`src/rtl/vip_pkg.sv`:
```
package vip_pkg;
   typedef enum logic [1:0] {
      SRC_NONE = 2'd0,
      SRC_VEC  = 2'd1,
      SRC_DATA = 2'd2,
      SRC_OVR  = 2'd3
   } bus_src_e;
endpackage

```
`src/rtl/vip_capture.sv`:
```
module vip_capture #(
   parameter int DATA_W = 8
) (
   input  logic              clk,
   input  logic              rst_n,
   input  logic              load,
   input  logic [DATA_W-1:0] din,
   output logic [DATA_W-1:0] q
);
   always_ff @(posedge clk or negedge rst_n) begin
      if (!rst_n) q <= '0;
      else if (load) q <= din;
   end

   // the word sampled with the strobe is what the register holds next
   p_capture_r2: assert property (@(posedge clk) disable iff (!rst_n)
      load |=> (q == $past(din)));
   // without a strobe the stored word does not move
   p_hold_r8: assert property (@(posedge clk) disable iff (!rst_n)
      !load |=> $stable(q));
endmodule

```
`src/rtl/vip_request.sv`:
```
module vip_request #(
   parameter bit OVR_EN = 1'b1
) (
   input  logic clk,
   input  logic rst_n,
   input  logic strobe,
   input  logic data_read,
   input  logic ovr_read,
   output logic irq_q,
   output logic ovr_q
);
   logic ovr_hit;
   assign ovr_hit = strobe && irq_q && !data_read;

   always_ff @(posedge clk or negedge rst_n) begin
      if (!rst_n)         irq_q <= 1'b0;
      else if (strobe)    irq_q <= 1'b1;
      else if (data_read) irq_q <= 1'b0;
   end

   generate
      if (OVR_EN) begin : g_ovr
         always_ff @(posedge clk or negedge rst_n) begin
            if (!rst_n)        ovr_q <= 1'b0;
            else if (ovr_hit)  ovr_q <= 1'b1;
            else if (ovr_read) ovr_q <= 1'b0;
         end
         // a strobe over a pending request leaves the overrun bit set
         p_ovr_set_r6: assert property (@(posedge clk) disable iff (!rst_n)
            (strobe && irq_q && !data_read) |=> ovr_q);
         // a read of the overrun address with no new overrun clears it
         p_ovr_clr_r7: assert property (@(posedge clk) disable iff (!rst_n)
            (ovr_read && !(strobe && irq_q && !data_read)) |=> !ovr_q);
      end else begin : g_no_ovr
         assign ovr_q = 1'b0;
      end
   endgenerate

   // request high after any strobe
   p_req_rise_r2: assert property (@(posedge clk) disable iff (!rst_n)
      strobe |=> irq_q);
   // request is held until the capture register is read
   p_req_hold_r3: assert property (@(posedge clk) disable iff (!rst_n)
      (irq_q && !data_read) |=> irq_q);
   // a capture read without a new strobe withdraws the request
   p_req_clear_r4: assert property (@(posedge clk) disable iff (!rst_n)
      (data_read && !strobe) |=> !irq_q);
endmodule

```
`src/rtl/vip_bus_mux.sv`:
```
module vip_bus_mux
   import vip_pkg::*;
#(
   parameter int DATA_W = 8,
   parameter int VECTOR = 16
) (
   input  bus_src_e          src,
   input  logic [DATA_W-1:0] data_q,
   input  logic              ovr_q,
   output logic [DATA_W-1:0] rdata,
   output logic              oe
);
   localparam logic [DATA_W-1:0] VEC_WORD = DATA_W'(VECTOR);

   always_comb begin
      oe    = 1'b1;
      rdata = '0;
      unique case (src)
         SRC_VEC:  rdata = VEC_WORD;
         SRC_DATA: rdata = data_q;
         SRC_OVR:  rdata = {{(DATA_W-1){1'b0}}, ovr_q};
         default:  oe    = 1'b0;
      endcase
   end
endmodule

```
`src/rtl/vec_irq_port.sv`:
```
module vec_irq_port
   import vip_pkg::*;
#(
   parameter int              DATA_W    = 8,
   parameter int              ADDR_W    = 16,
   parameter logic [ADDR_W-1:0] BASE_ADDR = 16'h8000,
   parameter int              VECTOR    = 16,
   parameter bit              OVR_EN    = 1'b1
) (
   input  logic              clk,
   input  logic              rst_n,
   input  logic              load_stb,
   input  logic [DATA_W-1:0] load_data,
   input  logic [ADDR_W-1:0] bus_addr,
   input  logic              bus_rd,
   input  logic              irq_ack,
   output logic [DATA_W-1:0] bus_rdata,
   output logic              bus_oe,
   output logic              irq_req
);
   localparam logic [ADDR_W-1:0] OVR_ADDR = BASE_ADDR + ADDR_W'(1);

   generate
      if (DATA_W < 1) begin : g_bad_width
         $error("vec_irq_port: DATA_W must be at least 1");
      end
      if (VECTOR < 0 || VECTOR >= (1 << DATA_W)) begin : g_bad_vector
         $error("vec_irq_port: VECTOR does not fit in DATA_W bits");
      end
      if (OVR_EN && (BASE_ADDR == '1)) begin : g_bad_base
         $error("vec_irq_port: overrun address wraps past the top");
      end
   endgenerate

   logic              data_read;
   logic              ovr_read;
   logic [DATA_W-1:0] data_q;
   logic              ovr_q;
   bus_src_e          src;

   assign data_read = bus_rd && (bus_addr == BASE_ADDR);

   generate
      if (OVR_EN) begin : g_ovr_dec
         assign ovr_read = bus_rd && (bus_addr == OVR_ADDR);
      end else begin : g_no_ovr_dec
         assign ovr_read = 1'b0;
      end
   endgenerate

   always_comb begin
      if (irq_ack)        src = SRC_VEC;
      else if (data_read) src = SRC_DATA;
      else if (ovr_read)  src = SRC_OVR;
      else                src = SRC_NONE;
   end

   vip_capture #(.DATA_W(DATA_W)) i_capture (
      .clk  (clk),
      .rst_n(rst_n),
      .load (load_stb),
      .din  (load_data),
      .q    (data_q)
   );

   vip_request #(.OVR_EN(OVR_EN)) i_request (
      .clk      (clk),
      .rst_n    (rst_n),
      .strobe   (load_stb),
      .data_read(data_read),
      .ovr_read (ovr_read),
      .irq_q    (irq_req),
      .ovr_q    (ovr_q)
   );

   vip_bus_mux #(.DATA_W(DATA_W), .VECTOR(VECTOR)) i_bus_mux (
      .src   (src),
      .data_q(data_q),
      .ovr_q (ovr_q),
      .rdata (bus_rdata),
      .oe    (bus_oe)
   );

   // acknowledge always puts the vector on the bus
   p_vector_r5: assert property (@(posedge clk) disable iff (!rst_n)
      irq_ack |-> (bus_oe && (bus_rdata == DATA_W'(VECTOR))));
   // with no acknowledge and no read the bus is released
   p_release_r8: assert property (@(posedge clk) disable iff (!rst_n)
      (!irq_ack && !bus_rd) |-> !bus_oe);
   // outputs quiet right after reset is released
   p_reset_r1: assert property (@(posedge clk)
      $rose(rst_n) |-> (!irq_req && !ovr_q));
endmodule

```
`config.mk`:
```
export PLATFORM = sky130hd
export DESIGN_NAME = vec_irq_port
export DESIGN_NICKNAME = d
export VERILOG_FILES = /design/src/rtl/vip_pkg.sv /design/src/rtl/vip_capture.sv /design/src/rtl/vip_request.sv /design/src/rtl/vip_bus_mux.sv /design/src/rtl/vec_irq_port.sv
export SDC_FILE = /design/constraint.sdc
export NUM_CORES = 1
export LEC_CHECK = 0
export ABC_AREA = 1
export CAP_MARGIN = 30
export CORE_MARGIN = 2
export CORE_UTILIZATION = 35
export CTS_CLUSTER_DIAMETER = 60
export CTS_CLUSTER_SIZE = 20
export DETAILED_ROUTE_END_ITERATION = 7
export DONT_BUFFER_PORTS = 1
export REMOVE_ABC_BUFFERS = 1
export SYNTH_ARGS = -nofsm -noshare
export SYNTH_HDL_FRONTEND = slang
export SYNTH_SLANG_ARGS = --single-unit
```
`constraint.sdc`:
```
create_clock -name clk -period 1.6 [get_ports clk]
set_clock_uncertainty 0.2 [all_clocks]
set_input_delay 0.4 -clock clk [delete_from_list [all_inputs] [get_ports clk]]
set_output_delay 0.4 -clock clk [all_outputs]
set_load 0.01 [all_outputs]
```
==> results of run 1 <==
## sequential cells by signal, indices dropped and copies added (netlist names)
name             cells
i_capture.q          8
i_request.irq_q      1
i_request.ovr_q      1
## worst max-delay path, delay by kind of cell
family        cells  cell delay, ns
buf+inv           1            0.06
simple gates      6            0.76
## per-layer routing
metal	GRT usage, %	wire [µm]	part of all wire [%]	up-vias
li1	-	-	-	267
met1	14.72	496	38	236
met2	27.25	686	52	28
met3	2.400	122	9.3	2
met4	8.824	12	0.91	0
met5	0	0	0	-
## cells in the mapped netlist, drive strengths merged
master,number
inv,14
a21oi,1
nand4,1
o21ai,8
clkbuf,1
nand3,6
dfrtp,10
nand2,22
nor2,19
## through the flow
| stage | setup TNS, ns | worst slack (ns) | instance area, µm² | utilization [%] | std cells |
|---|---|---|---|---|---|
| 5_1_grt | -2.204 | -0.2843 | 822.0 | 53.33 | 108 |
| 4_1_cts | -1.764 | -0.2194 | 769.5 | 49.92 | 108 |
| 3_3_place_gp | -2.029 | -0.2474 | 645.6 | 41.88 | 103 |
| 6_report | -1.698 | -0.2178 | 822.0 | 53.33 | 108 |
| 2_1_floorplan | -1.206 | -0.1626 | 580.6 | - | 81 |
| 3_5_place_dp | -2.179 | -0.2727 | 645.6 | 41.88 | 103 |
## final cells by class
| class | count | share of cell area [%] |
|---|---|---|
| sequential | 10 | 30.44 |
| clock buffer | 4 | 4.414 |
| inverter | 14 | 7.306 |
| tap | 16 | 2.435 |
| timing repair buffer | 7 | 7.610 |
| multi-input combinational | 57 | 47.79 |
## power by group through the flow
stage / Combinational, mW / Sequential [mW] / Clock [mW]
after floorplan: 0.0370 / 0.279 / 0
after detailed placement: 0.0457 / 0.281 / 0
final: 0.0723 / 0.276 / 0.226
after global routing: 0.0833 / 0.278 / 0.246
after CTS: 0.0646 / 0.276 / 0.229
after global placement: 0.0443 / 0.280 / 0
## cells by family after synthesis
logic type	share of synthesized area, %
and+or+nand+nor	39.83
buffers and inverters	9.635
DFF	42.83
AOI/OAI and AO/OA	7.708
## worst min-delay path by stage
stage,to,slack (ns),cells past startpoint
global placement,i_capture.q[2],-0.1,0
global route,i_capture.q[2],0.03,1
finish,i_capture.q[7],0.03,1
detailed placement,i_capture.q[1],-0.1,0
floorplan,i_capture.q[0],-0.1,0
CTS,i_capture.q[7],0.03,1
## what timing repair did
action                     CTS  global route
pin swaps                    6             4
hold endpoints to repair    10             0
resized for setup           26            12
hold buffers                 1             0
setup endpoints to repair    9             9
==> run_results.csv, run 1 <==
group,metric,value,unit
clock_tree,cts_setup_buffers,0,
synth,syn_area,584.3,µm²
status,status,"finished, violations left",
synth,synth_top_cell_by_area,"dfrtp_1",
route,vias,533,
setup_path,r2r_start,"i_request.irq_q",
timing,relSlewSlack,70.38,%
synth,synth-seq-cells,10,
power,power_density,698.6,mW/mm²
timing,setup_viol,9,
setup_path,worstPathArrival,1.22,ns
setup_path,reg2reg_to,"i_request.ovr_q",
timing,fin_crit_sh,113.6,%
finish,syn2layout_area_growth,40.69,%
setup_path,worstSetupEndpointType,"output port",
route,remaining_drc_errors,0,
route,drt_first_iter_violations,1,
timing,maxSlewViolCount,0,
finish,multi_input_area,392.9,µm²
finish,seq_area,250.2,µm²
timing,layout_setup_ws,-0.2178,ns
power,comb_power_share,12.6,%
power,peakVddDrop,0.4578,mV
setup_path,cp-start-kind,"input pin",
placement,place.gp.congestion,0.7392,
global_routing,grt_max_degree,17,
setup_path,r2r_cells,2,
synth,yosysSeqAreaShare,42.83,%
route,vias_per_cell,4.935,
floorplan,num_io_pins,39,
timing,max_freq,0.5501,GHz
power,p_leak,0.3558,nW
route,routed_wirelength,1317,µm
timing,layout_min_cycle_time,1.818,ns
timing,finalHoldViolations,0,
worst_hold_path,worstHoldStart,"load_stb",
placement,place_hpwl,971.6,µm
placement,io_buffers,0,
power,netSwitchingPower,0.1379,mW
clock_tree,clk_pin_slew,0.07,ns
worst_hold_path,hold_class,"in2reg",
power,swShare,24.01,%
status,violations,"setup timing",
power,power,0.5743,mW
timing,worstMarginPinSlew,0.4429,ns
setup_path,crit_type,"in2out",
setup_path,path_cells,"nor2_4 > nand2_2 > nor2_4 > inv_2 > nor2_4 > nand3_4 > nor2_2",
power,p_int,0.4364,mW
clock_tree,cts-root-buf,"clkbuf_4",
global_routing,grt_pass1_wl,2139,µm
global_routing,grt_use_total,14.49,%
timing,whs,0.03434,ns
setup_path,endpoint,"bus_rdata[5]",
clock_tree,insertion_delay,0.26,ns
timing,rsz0062_at_grt,"true",
floorplan,core,0.001541,mm²
synth,ys_types,15,
setup_path,worst_ep_required_time,1.00,ns
global_routing,antenna_found_initial,0,
finish,n_antenna_cell,0,
finish,nNetsFinal,122,
floorplan,fp.dieW,44.86,µm
synth,synth_top_area_share,42.83,%
finish,fill_cells,158,
floorplan,start_util,37.91,%
clock_tree,max-clock-path-buffers,2,
setup_path,slowest_delay,0.18,ns
route,wl_per_cell,12.19,µm
finish,layout-drive-gt1-share,42.39,%
synth,avgSynthCellArea,7.126,µm²
setup_path,cpMostUsedCell,"nor2_4",
route,antenna_left,0,
synth,synthCells,82,
clock_tree,htree_levels,1,
floorplan,dieArea,0.002012,mm²
setup_path,cp_slowest_cell,"nor2_2",
finish,final_cell_mix,"nand2_1 (16), nor2_4 (14), inv_1 (12), dfrtp_1 (10), o21ai_0 (8)",
clock_tree,cts_tree,"yes",
setup_path,cp_max_fo,6,
run,drv_cap,0,
power,clockPowerShare,39.3,%
global_routing,grt_overflow,0,
synth,yosys_warnings,0,
finish,final_common_cell,"nand2_1",
floorplan,rows,14,
power,seqPwrFrac,48.1,%
floorplan,die_h,44.86,µm
global_routing,grt_pass1_vias,557,
route,first_pass_iters,2,
clock_tree,numCtsBuffers,3,
clock_tree,clock-sinks,10,
setup_path,critical_path.startpoint,"bus_addr[13]",
synth,ys_top_cells_by_area,"dfrtp_1 (43%), nand2_1 (13%), nor2_1 (9.0%)",
setup_path,reg2reg_slack,0.70,ns
No activity file was read; power rests on OpenSTA's default activity.
==> run 2: changes to the inputs <==
--- a/config.mk
+++ b/config.mk
@@ -13,7 +13,8 @@
 export CTS_CLUSTER_SIZE = 20
 export DETAILED_ROUTE_END_ITERATION = 7
 export DONT_BUFFER_PORTS = 1
-export REMOVE_ABC_BUFFERS = 1
+export GPL_ROUTABILITY_DRIVEN = 0
+export SKIP_LAST_GASP = 1
 export SYNTH_ARGS = -nofsm -noshare
 export SYNTH_HDL_FRONTEND = slang
 export SYNTH_SLANG_ARGS = --single-unit
==> run_results.csv, run 2 (same netlist as run 1, synthesis figures left out) <==
group,metric,value,unit
power,peakVddDrop,0.4649,mV
floorplan,fp.dieW,44.86,µm
finish,multi_input_area,415.4,µm²
worst_hold_path,hold_class,"in2reg",
floorplan,die_h,44.86,µm
finish,largest_register_ffs,8,
timing,finalHoldViolations,0,
placement,place_hpwl,987.7,µm
global_routing,grt_pass1_vias,526,
timing,layout_setup_ws,-0.2313,ns
floorplan,dieArea,0.002012,mm²
timing,worstMarginPinSlew,0.4377,ns
timing,max_freq,0.5461,GHz
setup_path,worstSetupEndpointType,"output port",
global_routing,antenna_found_initial,0,
status,status,"finished, violations left",
setup_path,slowest_delay,0.18,ns
finish,fill_cells,150,
setup_path,path_cells,"nor2_4 > nand2_2 > nor2_4 > nand2_2 > nor2_4 > nand3_4 > nor2_4",
setup_path,cp_max_fo,6,
route,routed_wirelength,1264,µm
finish,layout-drive-gt1-share,46.24,%
finish,final_cell_mix,"nor2_4 (17), nand2_1 (14), inv_1 (12), dfrtp_1 (10), o21ai_0 (8)",
route,remaining_drc_errors,0,
global_routing,grt_pass1_wl,2076,µm
placement,dp_cells,103,
global_routing,grt_use_total,14.21,%
status,violations,"setup timing",
finish,final_cells,109,
timing,fin_crit_sh,114.5,%
finish,nNetsFinal,123,
placement,io_buffers,0,
clock_tree,clk_pin_slew,0.06,ns
floorplan,rows,14,
clock_tree,max-clock-path-buffers,2,
route,drt_first_iter_violations,2,
clock_tree,cts-root-buf,"clkbuf_4",
finish,seq_area,250.2,µm²
floorplan,start_util,37.91,%
setup_path,crit_type,"in2out",
timing,rsz0062_at_grt,"true",
setup_path,cp_slowest_cell,"nand3_4",
finish,syn2layout_area_growth,45.18,%
run,drv_cap,0,
timing,layout_min_cycle_time,1.831,ns
clock_tree,numCtsBuffers,3,
clock_tree,cts_tree,"yes",
power,power,0.5701,mW
clock_tree,insertion_delay,0.26,ns
synth,syn_nets,111,
global_routing,grt_max_degree,17,
finish,top_regs,"i_capture.q: 8 flops, i_request.irq_q: 1 flops, i_request.ovr_q: 1 flops",
power,p_leak,0.3767,nW
floorplan,num_io_pins,39,
setup_path,worst_ep_required_time,1.00,ns
timing,relSlewSlack,70.73,%
timing,maxSlewViolCount,0,
route,vias_per_cell,4.853,
timing,setup_viol,9,
finish,largest_register,"i_capture.q",
route,antenna_left,0,
setup_path,cpMostUsedCell,"nor2_4",
clock_tree,htree_levels,1,
route,vias,529,
setup_path,cp-start-kind,"input pin",
route,wl_per_cell,11.60,µm
finish,final_common_cell,"nor2_4",
clock_tree,clock-sinks,10,
power,power_density,672.0,mW/mm²
floorplan,core,0.001541,mm²
setup_path,worstPathArrival,1.23,ns
route,first_pass_iters,2,
finish,n_antenna_cell,0,
global_routing,grt_overflow,0,
-- run 2: repair_timing --
action                                 in CTS  in global routing
endpoints found under the hold margin      10                  0
gates resized for setup                    10                 15
buffers inserted                            0                  1
pin swaps                                   2                 10
setup endpoints to repair                   9                  9
hold buffers                                1                  0
-- run 2: power breakdown --
group | switching [mW] | internal, mW
Sequential | 0.00508 | 0.271
Combinational | 0.0456 | 0.0281
Clock | 0.0826 | 0.138
Total | 0.133 | 0.437
-- run 2: per-layer routing --
layer  GRT usage, %  vias to the layer above  share of wire [%]
li1               -                      269                  -
met1          16.41                      231                 37
met2          24.64                       25                 54
met3          2.000                        4                6.9
met4          8.824                        0                1.5
met5              0                        -                  0
-- run 2: layout make-up --
type,count,share of cell area (%)
clock buffers,4,4.277
repair buffers,8,7.817
inverters,14,7.080
well taps,16,2.360
flip-flops and latches,10,29.50
multi-input cells,57,48.97
-- run 2: final timing paths --
| path | from | endpoint | slack, ns | cells past startpoint |
|---|---|---|---|---|
| setup / recovery | bus_addr[6] | bus_rdata[2] | -0.23 | 7 |
| hold / removal | load_stb | i_capture.q[3] | 0.04 | 1 |
| setup reg to reg | i_request.irq_q | i_request.ovr_q | 0.71 | 2 |
| hold reg to reg | i_capture.q[4] | i_capture.q[4] | 0.28 | 2 |
| max in group asynchronous | rst_n | i_capture.q[6] | 0.58 | 1 |
| min in group asynchronous | rst_n | i_request.irq_q | 0.32 | 1 |
-- run 2: through the flow --
stage / area [µm²] / setup WS (ns) / utilization (%) / TNS, ns / hold WS (ns)
2_1_floorplan: 636.9 / -0.1421 / - / -1.024 / -0.09559
3_3_place_gp: 698.2 / -0.2077 / 45.29 / -1.685 / -0.09532
3_5_place_dp: 698.2 / -0.2582 / 45.29 / -2.051 / -0.09532
4_1_cts: 774.5 / -0.2383 / 50.24 / -1.880 / 0.03380
5_1_grt: 848.3 / -0.3356 / 55.03 / -2.668 / 0.03755
6_report: 848.3 / -0.2313 / 55.03 / -1.836 / 0.04167
-- run 2: critical path, delay by kind of cell --
kind	cells	cell delay (ns)
simple gates	7	0.82
==> run 3: changes to the inputs <==
--- a/config.mk
+++ b/config.mk
@@ -6,14 +6,16 @@
 export NUM_CORES = 1
 export LEC_CHECK = 0
 export ABC_AREA = 1
-export CAP_MARGIN = 30
-export CORE_MARGIN = 2
-export CORE_UTILIZATION = 35
+export CELL_PAD_IN_SITES_DETAIL_PLACEMENT = 1
+export CELL_PAD_IN_SITES_GLOBAL_PLACEMENT = 1
+export CORE_MARGIN = 3
+export CORE_UTILIZATION = 34
 export CTS_CLUSTER_DIAMETER = 60
 export CTS_CLUSTER_SIZE = 20
 export DETAILED_ROUTE_END_ITERATION = 7
 export DONT_BUFFER_PORTS = 1
 export GPL_ROUTABILITY_DRIVEN = 0
+export PLACE_DENSITY_LB_ADDON = 0.1
 export SKIP_LAST_GASP = 1
 export SYNTH_ARGS = -nofsm -noshare
 export SYNTH_HDL_FRONTEND = slang
==> run_results.csv, run 3 (same netlist as run 1, synthesis figures left out) <==
group,metric,value,unit
status,status,"finished, violations left",
status,violations,"setup timing",
setup_path,path_cells,"nor2_4 > nand2_2 > nor2_4 > inv_2 > nor2_4 > nand3_4 > nor2_4",
floorplan,rows,14,
global_routing,grt_max_degree,17,
setup_path,r2r_start,"i_request.irq_q",
setup_path,crit_type,"in2out",
setup_path,slowest_delay,0.19,ns
power,power_density,580.7,mW/mm²
timing,finalHoldViolations,0,
setup_path,cpMostUsedCell,"nor2_4",
floorplan,die_h,47.46,µm
placement,place_hpwl,1267,µm
clock_tree,max-clock-path-buffers,2,
floorplan,fp.dieW,47.46,µm
route,routed_wirelength,1728,µm
floorplan,dieArea,0.002252,mm²
setup_path,worstPathArrival,1.27,ns
clock_tree,cts-root-buf,"clkbuf_4",
finish,final_common_cell,"nor2_4",
route,first_pass_iters,2,
timing,maxSlewViolCount,0,
timing,layout_setup_ws,-0.2672,ns
route,vias_per_cell,5.009,
setup_path,worst_ep_required_time,1.00,ns
route,remaining_drc_errors,0,
finish,top_regs,"i_capture.q: 8 flops, i_request.irq_q: 1 flops, i_request.ovr_q: 1 flops",
clock_tree,numCtsBuffers,3,
finish,nNetsFinal,127,
setup_path,reg2reg_slack,0.65,ns
global_routing,grt_overflow,0,
setup_path,critPathBufInv,1,
finish,syn2layout_area_growth,53.32,%
clock_tree,htree_levels,1,
placement,dp_slack,-0.2671,ns
clock_tree,insertion_delay,0.25,ns
route,drt_first_iter_violations,5,
setup_path,reg2reg_to,"i_request.ovr_q",
global_routing,grt_use_total,16.50,%
finish,fill_cells,183,
timing,rsz0062_at_grt,"true",
power,p_leak,0.3997,nW
timing,setup_viol,9,
timing,layout_min_cycle_time,1.867,ns
finish,final_cell_mix,"nor2_4 (19), nand2_1 (14), inv_1 (11), dfrtp_1 (10), buf_4 (9)",
clock_tree,cts_tree,"yes",
setup_path,r2r_cells,2,
clock_tree,clock-sinks,10,
global_routing,grt_pass1_vias,555,
floorplan,start_util,37.48,%
finish,seq_area,250.2,µm²
worst_hold_path,hold_depth,1,
floorplan,num_io_pins,39,
finish,design_area,895.9,µm²
timing,max_freq,0.5356,GHz
worst_hold_path,hold_class,"in2reg",
setup_path,cp_max_fo,6,
finish,largest_register,"i_capture.q",
worst_hold_path,min_to,"i_capture.q[1]",
timing,relSlewSlack,70.41,%
timing,fin_crit_sh,116.7,%
placement,dpl_cell_area,690.7,µm²
setup_path,cp_slowest_cell,"nand3_4",
placement,io_buffers,0,
setup_path,worstSetupEndpointType,"output port",
floorplan,core,0.001559,mm²
route,wl_per_cell,15.43,µm
finish,multi_input_area,442.9,µm²
finish,n_antenna_cell,0,
route,vias,561,
finish,layout-drive-gt1-share,50.00,%
timing,setup_tns,-2.245,ns
global_routing,antenna_found_initial,0,
global_routing,grt_pass1_wl,2435,µm
placement,dp_cells,102,
timing,worstMarginPinSlew,0.4424,ns
setup_path,cp-start-kind,"input pin",
worst_hold_path,worstHoldStart,"load_stb",
power,peakVddDrop,0.4025,mV
clock_tree,clk_pin_slew,0.06,ns
finish,largest_register_ffs,8,
run,drv_cap,0,
synth,syn_nets,111,
route,antenna_left,0,
finish,final_cells,112,
setup_path,crit_family,"simple AND/OR/NAND/NOR gates",
-- run 3: changes by cell type in the layout (fill, tap and decap cells not counted) --
| cell | before | now |
|---|---|---|
| nand2_2 | 7 | 6 |
| nor2_2 | 2 | 0 |
| nand3_1 | 3 | 2 |
| clkbuf_8 | 1 | 0 |
| buf_6 | 1 | 2 |
| nand2_4 | 1 | 2 |
| inv_1 | 12 | 11 |
| nand3_4 | 1 | 2 |
| nor2_4 | 17 | 19 |
| buf_4 | 6 | 9 |
| inv_2 | 1 | 2 |
-- run 3: routing by layer --
| metal | global-route usage [%] | vias up | wire [µm] | share of wire [%] |
|---|---|---|---|---|
| met5 | 0 | - | 0 | 0 |
| met4 | 13.26 | 0 | 24 | 1.4 |
| met3 | 2.256 | 2 | 114 | 6.6 |
| met2 | 28.34 | 28 | 962 | 56 |
| met1 | 17.92 | 252 | 627 | 36 |
| li1 | - | 279 | - | - |
-- run 3: worst reg2reg max path: stages, from the launching register on --
cell     delay [ns]
dfrtp_1        0.39
nand2_1        0.08
o21ai_0        0.19
-- run 3: final cells by class --
type,count,area share (%)
multi-input cells,57,49.44
flip-flops and latches,10,27.93
clock buffers,3,2.514
well taps,16,2.235
repair buffers,12,11.17
inverters,14,6.704
-- run 3: metrics by stage --
stage	total power [mW]	util, %	hold WS, ns
global placement	0.3309	44.30	-0.09540
finish	0.5203	57.46	0.04628
global route	0.5611	57.46	0.02431
detailed placement	0.3359	44.30	-0.09542
floorplan	0.3264	-	-0.09559
CTS	0.5132	48.96	0.03311
-- run 3: worst max-delay path by stage --
stage,startpoint,endpoint,slack (ns),depth (start not counted)
2_1_floorplan,bus_addr[9],bus_rdata[1],-0.14,7
3_3_place_gp,bus_addr[7],bus_rdata[1],-0.23,7
3_5_place_dp,bus_addr[7],bus_rdata[7],-0.27,7
4_1_cts,bus_addr[15],bus_rdata[7],-0.26,8
5_1_grt,bus_addr[14],bus_rdata[2],-0.34,7
6_report,bus_addr[14],bus_rdata[2],-0.27,7
-- run 3: repair_timing --
| item | in CTS | in global routing |
|---|---|---|
| buffers inserted | 2 | 4 |
| endpoints found under the setup margin | 9 | 9 |
| pin swaps | 1 | 13 |
| hold endpoints to repair | 10 | 0 |
| hold buffers | 1 | 0 |
| cloned | 0 | 0 |
| gates resized for setup | 8 | 24 |
-- run 3: power breakdown --
group | total (mW) | leakage (nW) | internal (mW) | switching, mW
Combinational | 0.0815 | 0.271 | 0.0297 | 0.0518
Sequential | 0.276 | 0.115 | 0.271 | 0.00549
Clock | 0.162 | 0.0138 | 0.0864 | 0.0761
